[config.mk]
export PLATFORM = sky130hd
export DESIGN_NAME = por_sequencer
export DESIGN_NICKNAME = d
export VERILOG_FILES = /design/src/rtl/por_seq_pkg.sv /design/src/rtl/por_sync.sv /design/src/rtl/por_hyst.sv /design/src/rtl/por_stretch.sv /design/src/rtl/por_sequencer.sv
export SDC_FILE = /design/constraint.sdc
export NUM_CORES = 1
export LEC_CHECK = 0
export CAP_MARGIN = 20
export CELL_PAD_IN_SITES_DETAIL_PLACEMENT = 1
export CELL_PAD_IN_SITES_GLOBAL_PLACEMENT = 2
export CORE_MARGIN = 2
export CORE_UTILIZATION = 40
export CTS_CLUSTER_SIZE = 20
export DETAILED_ROUTE_END_ITERATION = 12
export GPL_TIMING_DRIVEN = 0
export HOLD_SLACK_MARGIN = 0.06
export PLACE_DENSITY = 0.85
export SYNTH_ARGS = -nofsm -noshare
export SYNTH_HDL_FRONTEND = slang
export SYNTH_SLANG_ARGS = --single-unit
[constraint.sdc]
create_clock -name clk_i -period 3.54 [get_ports clk_i]
set_input_delay 0.354 -clock clk_i [delete_from_list [all_inputs] [get_ports clk_i]]
set_output_delay 0.354 -clock clk_i [all_outputs]
set_load 0.01 [all_outputs]
[src/rtl/por_seq_pkg.sv]
`timescale 1ns/1ps
package por_seq_pkg;
  typedef enum logic [1:0] {
    ST_HOLD    = 2'd0,
    ST_STRETCH = 2'd1,
    ST_RUN     = 2'd2
  } seq_state_e;

  typedef enum logic [1:0] {
    CAUSE_NONE   = 2'b00,
    CAUSE_SUPPLY = 2'b01,
    CAUSE_PIN    = 2'b10
  } cause_e;

  // Cause selection: supply outranks pin, acknowledge only when idle.
  function automatic cause_e pick_cause(input logic supply_ok, input logic pin_ok,
                                        input logic ack, input cause_e cur);
    if (!supply_ok)  return CAUSE_SUPPLY;
    else if (!pin_ok) return CAUSE_PIN;
    else if (ack)     return CAUSE_NONE;
    else              return cur;
  endfunction
endpackage

[src/rtl/por_sync.sv]
`timescale 1ns/1ps
module por_sync #(
  parameter int STAGES = 2
) (
  input  logic clk_i,
  input  logic clr_n_i,
  input  logic d_i,
  output logic q_o
);
  localparam int LAST = STAGES - 1;
  logic [LAST:0] chain;

  generate
    if (STAGES == 1) begin : g_single
      always_ff @(posedge clk_i or negedge clr_n_i) begin
        if (!clr_n_i) chain <= '0;
        else          chain <= d_i;
      end
    end else begin : g_multi
      always_ff @(posedge clk_i or negedge clr_n_i) begin
        if (!clr_n_i) chain <= '0;
        else          chain <= {chain[LAST-1:0], d_i};
      end
    end
  endgenerate

  assign q_o = chain[LAST];
endmodule

[src/rtl/por_hyst.sv]
`timescale 1ns/1ps
module por_hyst (
  input  logic clk_i,
  input  logic below_i,
  input  logic above_sync_i,
  output logic supply_ok_o
);
  // Set by the synchronized upper comparator, cleared asynchronously by the lower one.
  always_ff @(posedge clk_i or posedge below_i) begin
    if (below_i)           supply_ok_o <= 1'b0;
    else if (above_sync_i) supply_ok_o <= 1'b1;
  end
endmodule

[src/rtl/por_stretch.sv]
`timescale 1ns/1ps
module por_stretch
  import por_seq_pkg::*;
#(
  parameter int STRETCH_CYCLES = 65536
) (
  input  logic       clk_i,
  input  logic       kill_i,
  input  logic       go_i,
  output logic       rst_n_o,
  output seq_state_e state_o
);
  localparam int CW = (STRETCH_CYCLES > 1) ? $clog2(STRETCH_CYCLES) : 1;
  localparam logic [CW-1:0] LAST = CW'(STRETCH_CYCLES - 1);

  function automatic logic [CW-1:0] step_count(input logic [CW-1:0] c);
    return c + CW'(1);
  endfunction

  seq_state_e      st_q, st_nx;
  logic [CW-1:0]   cnt_q, cnt_nx;
  logic            count_done;

  assign count_done = (cnt_q == LAST);

  always_comb begin
    st_nx  = st_q;
    cnt_nx = cnt_q;
    unique case (st_q)
      ST_HOLD: begin
        cnt_nx = '0;
        if (go_i) st_nx = ST_STRETCH;
      end
      ST_STRETCH: begin
        if (!go_i) begin
          st_nx  = ST_HOLD;
          cnt_nx = '0;
        end else if (count_done) begin
          st_nx = ST_RUN;
        end else begin
          cnt_nx = step_count(cnt_q);
        end
      end
      ST_RUN: begin
        if (!go_i) begin
          st_nx  = ST_HOLD;
          cnt_nx = '0;
        end
      end
      default: begin
        st_nx  = ST_HOLD;
        cnt_nx = '0;
      end
    endcase
  end

  always_ff @(posedge clk_i or posedge kill_i) begin
    if (kill_i) begin
      st_q    <= ST_HOLD;
      cnt_q   <= '0;
      rst_n_o <= 1'b0;
    end else begin
      st_q    <= st_nx;
      cnt_q   <= cnt_nx;
      rst_n_o <= (st_nx == ST_RUN);
    end
  end

  assign state_o = st_q;

  a_r2_count_advances: assert property (@(posedge clk_i) disable iff (kill_i)
    (st_q == ST_STRETCH && go_i && !count_done) |=> (cnt_q == $past(cnt_q) + CW'(1)));

  a_r2_release_after_full_count: assert property (@(posedge clk_i) disable iff (kill_i)
    $rose(rst_n_o) |-> ($past(cnt_q) == LAST));

  a_r6_restart_from_zero: assert property (@(posedge clk_i) disable iff (kill_i)
    (st_q == ST_STRETCH && !go_i) |=> (st_q == ST_HOLD && cnt_q == '0));

  a_r3_stays_released: assert property (@(posedge clk_i) disable iff (kill_i)
    (rst_n_o && go_i) |=> rst_n_o);
endmodule

[src/rtl/por_sequencer.sv]
`timescale 1ns/1ps
module por_sequencer
  import por_seq_pkg::*;
#(
  parameter int STRETCH_CYCLES = 65536,
  parameter int SYNC_STAGES    = 2
) (
  input  logic       clk_i,
  input  logic       sup_above_i,
  input  logic       sup_below_i,
  input  logic       ext_rst_n_i,
  input  logic       cause_ack_i,
  output logic       sys_rst_n_o,
  output logic [1:0] cause_o
);
  logic       kill;        // any asynchronous reset cause
  logic       pin_ok;      // pin high, synchronized, cleared asynchronously
  logic       above_sync;  // upper comparator, synchronized
  logic       supply_ok;   // supply accepted, hysteresis latch
  logic       go;          // all causes absent
  cause_e     cause_q;
  seq_state_e seq_state;

  assign kill = ~ext_rst_n_i | sup_below_i;

  por_sync #(.STAGES(SYNC_STAGES)) u_pin_sync (
    .clk_i   (clk_i),
    .clr_n_i (ext_rst_n_i),
    .d_i     (1'b1),
    .q_o     (pin_ok)
  );

  por_sync #(.STAGES(SYNC_STAGES)) u_above_sync (
    .clk_i   (clk_i),
    .clr_n_i (1'b1),
    .d_i     (sup_above_i),
    .q_o     (above_sync)
  );

  por_hyst u_hyst (
    .clk_i        (clk_i),
    .below_i      (sup_below_i),
    .above_sync_i (above_sync),
    .supply_ok_o  (supply_ok)
  );

  assign go = pin_ok & supply_ok;

  por_stretch #(.STRETCH_CYCLES(STRETCH_CYCLES)) u_stretch (
    .clk_i   (clk_i),
    .kill_i  (kill),
    .go_i    (go),
    .rst_n_o (sys_rst_n_o),
    .state_o (seq_state)
  );

  always_ff @(posedge clk_i) begin
    cause_q <= pick_cause(supply_ok, pin_ok, cause_ack_i, cause_q);
  end

  assign cause_o = cause_q;

  a_r1_low_until_supply: assert property (@(posedge clk_i) disable iff (!ext_rst_n_i)
    !supply_ok |-> !sys_rst_n_o);

  a_r5_pin_forces_reset: assert property (@(posedge clk_i) disable iff (sup_below_i)
    !pin_ok |-> !sys_rst_n_o);

  a_r10_ack_clears_when_idle: assert property (@(posedge clk_i) disable iff (kill)
    (cause_ack_i && supply_ok && pin_ok) |=> (cause_o == CAUSE_NONE));

  a_r9_supply_outranks_pin: assert property (@(posedge clk_i) disable iff (ext_rst_n_i)
    (!supply_ok && !pin_ok) |=> (cause_o == CAUSE_SUPPLY));

  a_r3_run_only_when_clear: assert property (@(posedge clk_i) disable iff (kill)
    (seq_state == ST_RUN) |-> go);
endmodule

==> run summary <==
Clock tree from TritonCTS -> done
Cts-stage hold buffer count -> 0
Top FF cell, synth -> dfrtp_1
Leakage power -> 0.000551 uW
CTS H-tree lvls -> 1
Fin. max-slew vios -> 0
Die outline area -> 3640 sq um
Detailed Route WL -> 3120 microns
Clock Tree Buf Depth -> 2
CP required -> 3.80 ns
Run status -> finished clean
Vias per std cell -> 5.69
Number of enable-type register cells in the synthesized netlist -> 0
Share of the yosys chip area belonging to registers -> 0.497
Placeable core area -> 3030 sq um
Crit Reg-Reg Startpoint -> u_stretch.cnt_q[0]$_DFFE_PP0P_
Count of clock tree sinks -> 26
DIE WIDTH -> 60.3 microns
DRC violation count after routing -> 0
Final clock skew -> 0.00523 ns
Post-DR wirelength/cell -> 17.0 microns
CP endpoint kind -> flop
Area overhead of the layout relative to synthesis -> 15.4%
Final RePlAce weighted congestion -> 0.772
Worst setup path category -> flop to flop
Unrepaired setup endpoints after global routing -> false
Effective utilization at floorplan -> 0.419
Detailed placer's ending HPWL -> 2400 microns
FMAX -> 489 MHz
Detailed-route via count -> 1041
Post-CTS setup buffers -> 0
Total of flip-flops plus latches after synthesis -> 26
Insertion delay of the later-clocked pin in the worst-skew pair -> 0.32 ns
Syn Area/Cell -> 10.0 sq um
ANT nets after route -> 0
Critical path fanouts, max -> 10
Number of clock buffers inserted by TritonCTS -> 3
Areal power density over the cells -> 371 nW/um^2
Final worst path period share -> 0.578
Maxcap violations -> 0
Reg2reg end -> u_stretch.cnt_q[3]$_DFFE_PP0P_
Maximum vdd ir drop -> 0.213 mV
Global-route wire length before repair -> 5450 microns
Slew of the pin with the lowest slew margin -> 0.681 ns
GR Overflow Total -> 0
Worst-case setup slack after placement -> 1.52 ns
Maximum number of pins on one net before global-route repair -> 16
Violation count after the first detailed-routing iteration -> 38
Share of cells above drive strength 1 -> 0.158
Fin nets -> 146
Final-report setup violation count -> 0
Row Count -> 20
Gate Count Post-Synth -> 127
Fraction of synthesis flops using an asynchronous set or reset pin -> 0.846
Final worst-path setup slack -> 1.49 ns
Post-route minimum period -> 2.05 ns
Count of synthesis-stage warnings from yosys -> 0
Vias in the first global route -> 1147
Count of boundary I/O pins -> 8
PortBufs -> 7
Depth of the worst register-to-register path -> 7
Crit start category -> flop
Number of antenna violations at the first check in global routing -> 0
Die Y -> 60.3 microns
Hold crit path type -> input port to async pin
Worst Path Arrival -> 2.31 ns
Master cell of the clock root buffer -> clkbuf_4
Syn nets -> 133
Worst slew margin relative to its limit -> 0.546
Reg2reg setup slack -> 1.49 ns
Distinct cell type count after synthesis -> 38
Detailed-router iteration count before antenna repair -> 4
Post-cts gate resize count -> 0
Final antenna diode count -> 0
Tot GR Track Use -> 0.202
Final-layout setup total negative slack -> 0 ns
Final-report hold violation count -> 0
Post-synthesis cell area -> 1270 sq um
Clock Pin Slew Worst Setup and Hold Paths -> 0.15 ns
==> per-layer routing <==
metal | vias up | track usage | part of all wire
met2 | 5 | 0.359 | 0.52
met5 | - | 0 | 0
met4 | 0 | 0.0476 | 0.0067
li1 | 503 | - | -
met3 | 2 | 0.0192 | 0.013
met1 | 531 | 0.265 | 0.46
==> worst max path at each step <==
| stage | startpoint | endpoint |
|---|---|---|
| floorplan | u_stretch.cnt_q[0]$_DFFE_PP0P_ | u_stretch.cnt_q[7]$_DFFE_PP0P_ |
| global placement | ext_rst_n_i | u_stretch.cnt_q[9]$_DFFE_PP0P_ |
| detailed placement | u_stretch.cnt_q[0]$_DFFE_PP0P_ | u_stretch.cnt_q[3]$_DFFE_PP0P_ |
| CTS | u_stretch.cnt_q[0]$_DFFE_PP0P_ | u_stretch.cnt_q[3]$_DFFE_PP0P_ |
| global route | u_stretch.cnt_q[0]$_DFFE_PP0P_ | u_stretch.cnt_q[5]$_DFFE_PP0P_ |
| finish | u_stretch.cnt_q[0]$_DFFE_PP0P_ | u_stretch.cnt_q[3]$_DFFE_PP0P_ |
==> sequential cells by signal (all words and copies together) (netlist names) <==
register	count
u_above_sync.chain	2
u_stretch.rst_n_o	1
u_stretch.state_o	2
cause_o	2
u_pin_sync.chain	2
u_hyst.supply_ok_o	1
u_stretch.cnt_q	16
==> worst max-delay path: stages (launching register included) <==
cell	delay (ns)
dfrtp_1	0.47
ha_1	0.26
nand4_1	0.20
o41ai_2	0.44
buf_4	0.25
buf_8	0.16
o21ai_1	0.09
a21oi_2	0.12
==> logic make-up (layout without fill, tap and decap cells) <==
logic type,after synthesis,count (layout),share of synthesized area
AO/OA/AOI/OAI,36,36,0.203
XOR/XNOR,1,1,0.00690
adder cells (fa/ha/maj),1,1,0.00985
buffers and inverters,10,22,0.0414
flip-flops,26,26,0.497
other,1,1,0.00295
AND/OR/NAND/NOR,52,52,0.239
==> area by class of cell <==
| type | count | area, sq um |
|---|---|---|
| buffer | 4 | 30.0 |
| clock buffer | 3 | 22.5 |
| clock inverter | 1 | 30.0 |
| fill | 348 | 1560 |
| inverter | 6 | 22.5 |
| multi-input combinational | 91 | 589 |
| sequential | 26 | 631 |
| tap | 44 | 55.1 |
| timing repair buffer | 8 | 85.1 |
==> per-stage QoR <==
stage               hold slack [ns]   util  area, sq um  cells  power [uW]
finish                        0.183  0.484         1470    183         544
global route                  0.173  0.484         1470    183         564
CTS                           0.183  0.484         1470    183         545
detailed placement            0.330  0.467         1410    179         344
global placement              0.316  0.461         1400    178         340
floorplan                    0.0584      -         1270    127         328
==> synth_stat cells (2+ instances only) <==
library cell / instances / area, sq um
a21oi_1: 4 / 20.0
a21oi_2: 7 / 61.3
a31oi_1: 5 / 31.3
and3_1: 2 / 12.5
dfrtp_1: 22 / 551
dfxtp_1: 4 / 80.1
inv_1: 6 / 22.5
nand2_1: 8 / 30.0
nand2b_1: 3 / 18.8
nand3_1: 9 / 45.0
nand4_1: 7 / 43.8
nor4_1: 3 / 18.8
o21ai_0: 5 / 25.0
o21ai_1: 3 / 15.0
o21ai_2: 3 / 26.3
o31ai_1: 3 / 22.5
or2_2: 2 / 12.5
or3_1: 8 / 50.1
or4_1: 4 / 30.0
==> power breakdown <==
group          internal [uW]  switching (uW)
Clock                    114            91.2
Sequential               303            6.61
Combinational           12.4            16.1
Total                    430             114
==> cells in the final DEF, fill, tap and decap left out, types with 2 or more instances in the layout <==
cell	count
o21ai_2	3
dfrtp_1	22
buf_8	2
or3_1	8
nand4_1	7
dfxtp_1	4
a31oi_1	5
clkbuf_4	3
inv_1	6
a21oi_1	4
nand3_1	9
o31ai_1	3
clkdlybuf4s50_1	7
and3_1	2
or2_2	2
nand2_1	8
o21ai_1	3
or4_1	4
a21oi_2	7
nand2b_1	3
nor4_1	3
o21ai_0	5
Power figures use the tool's default switching activity.
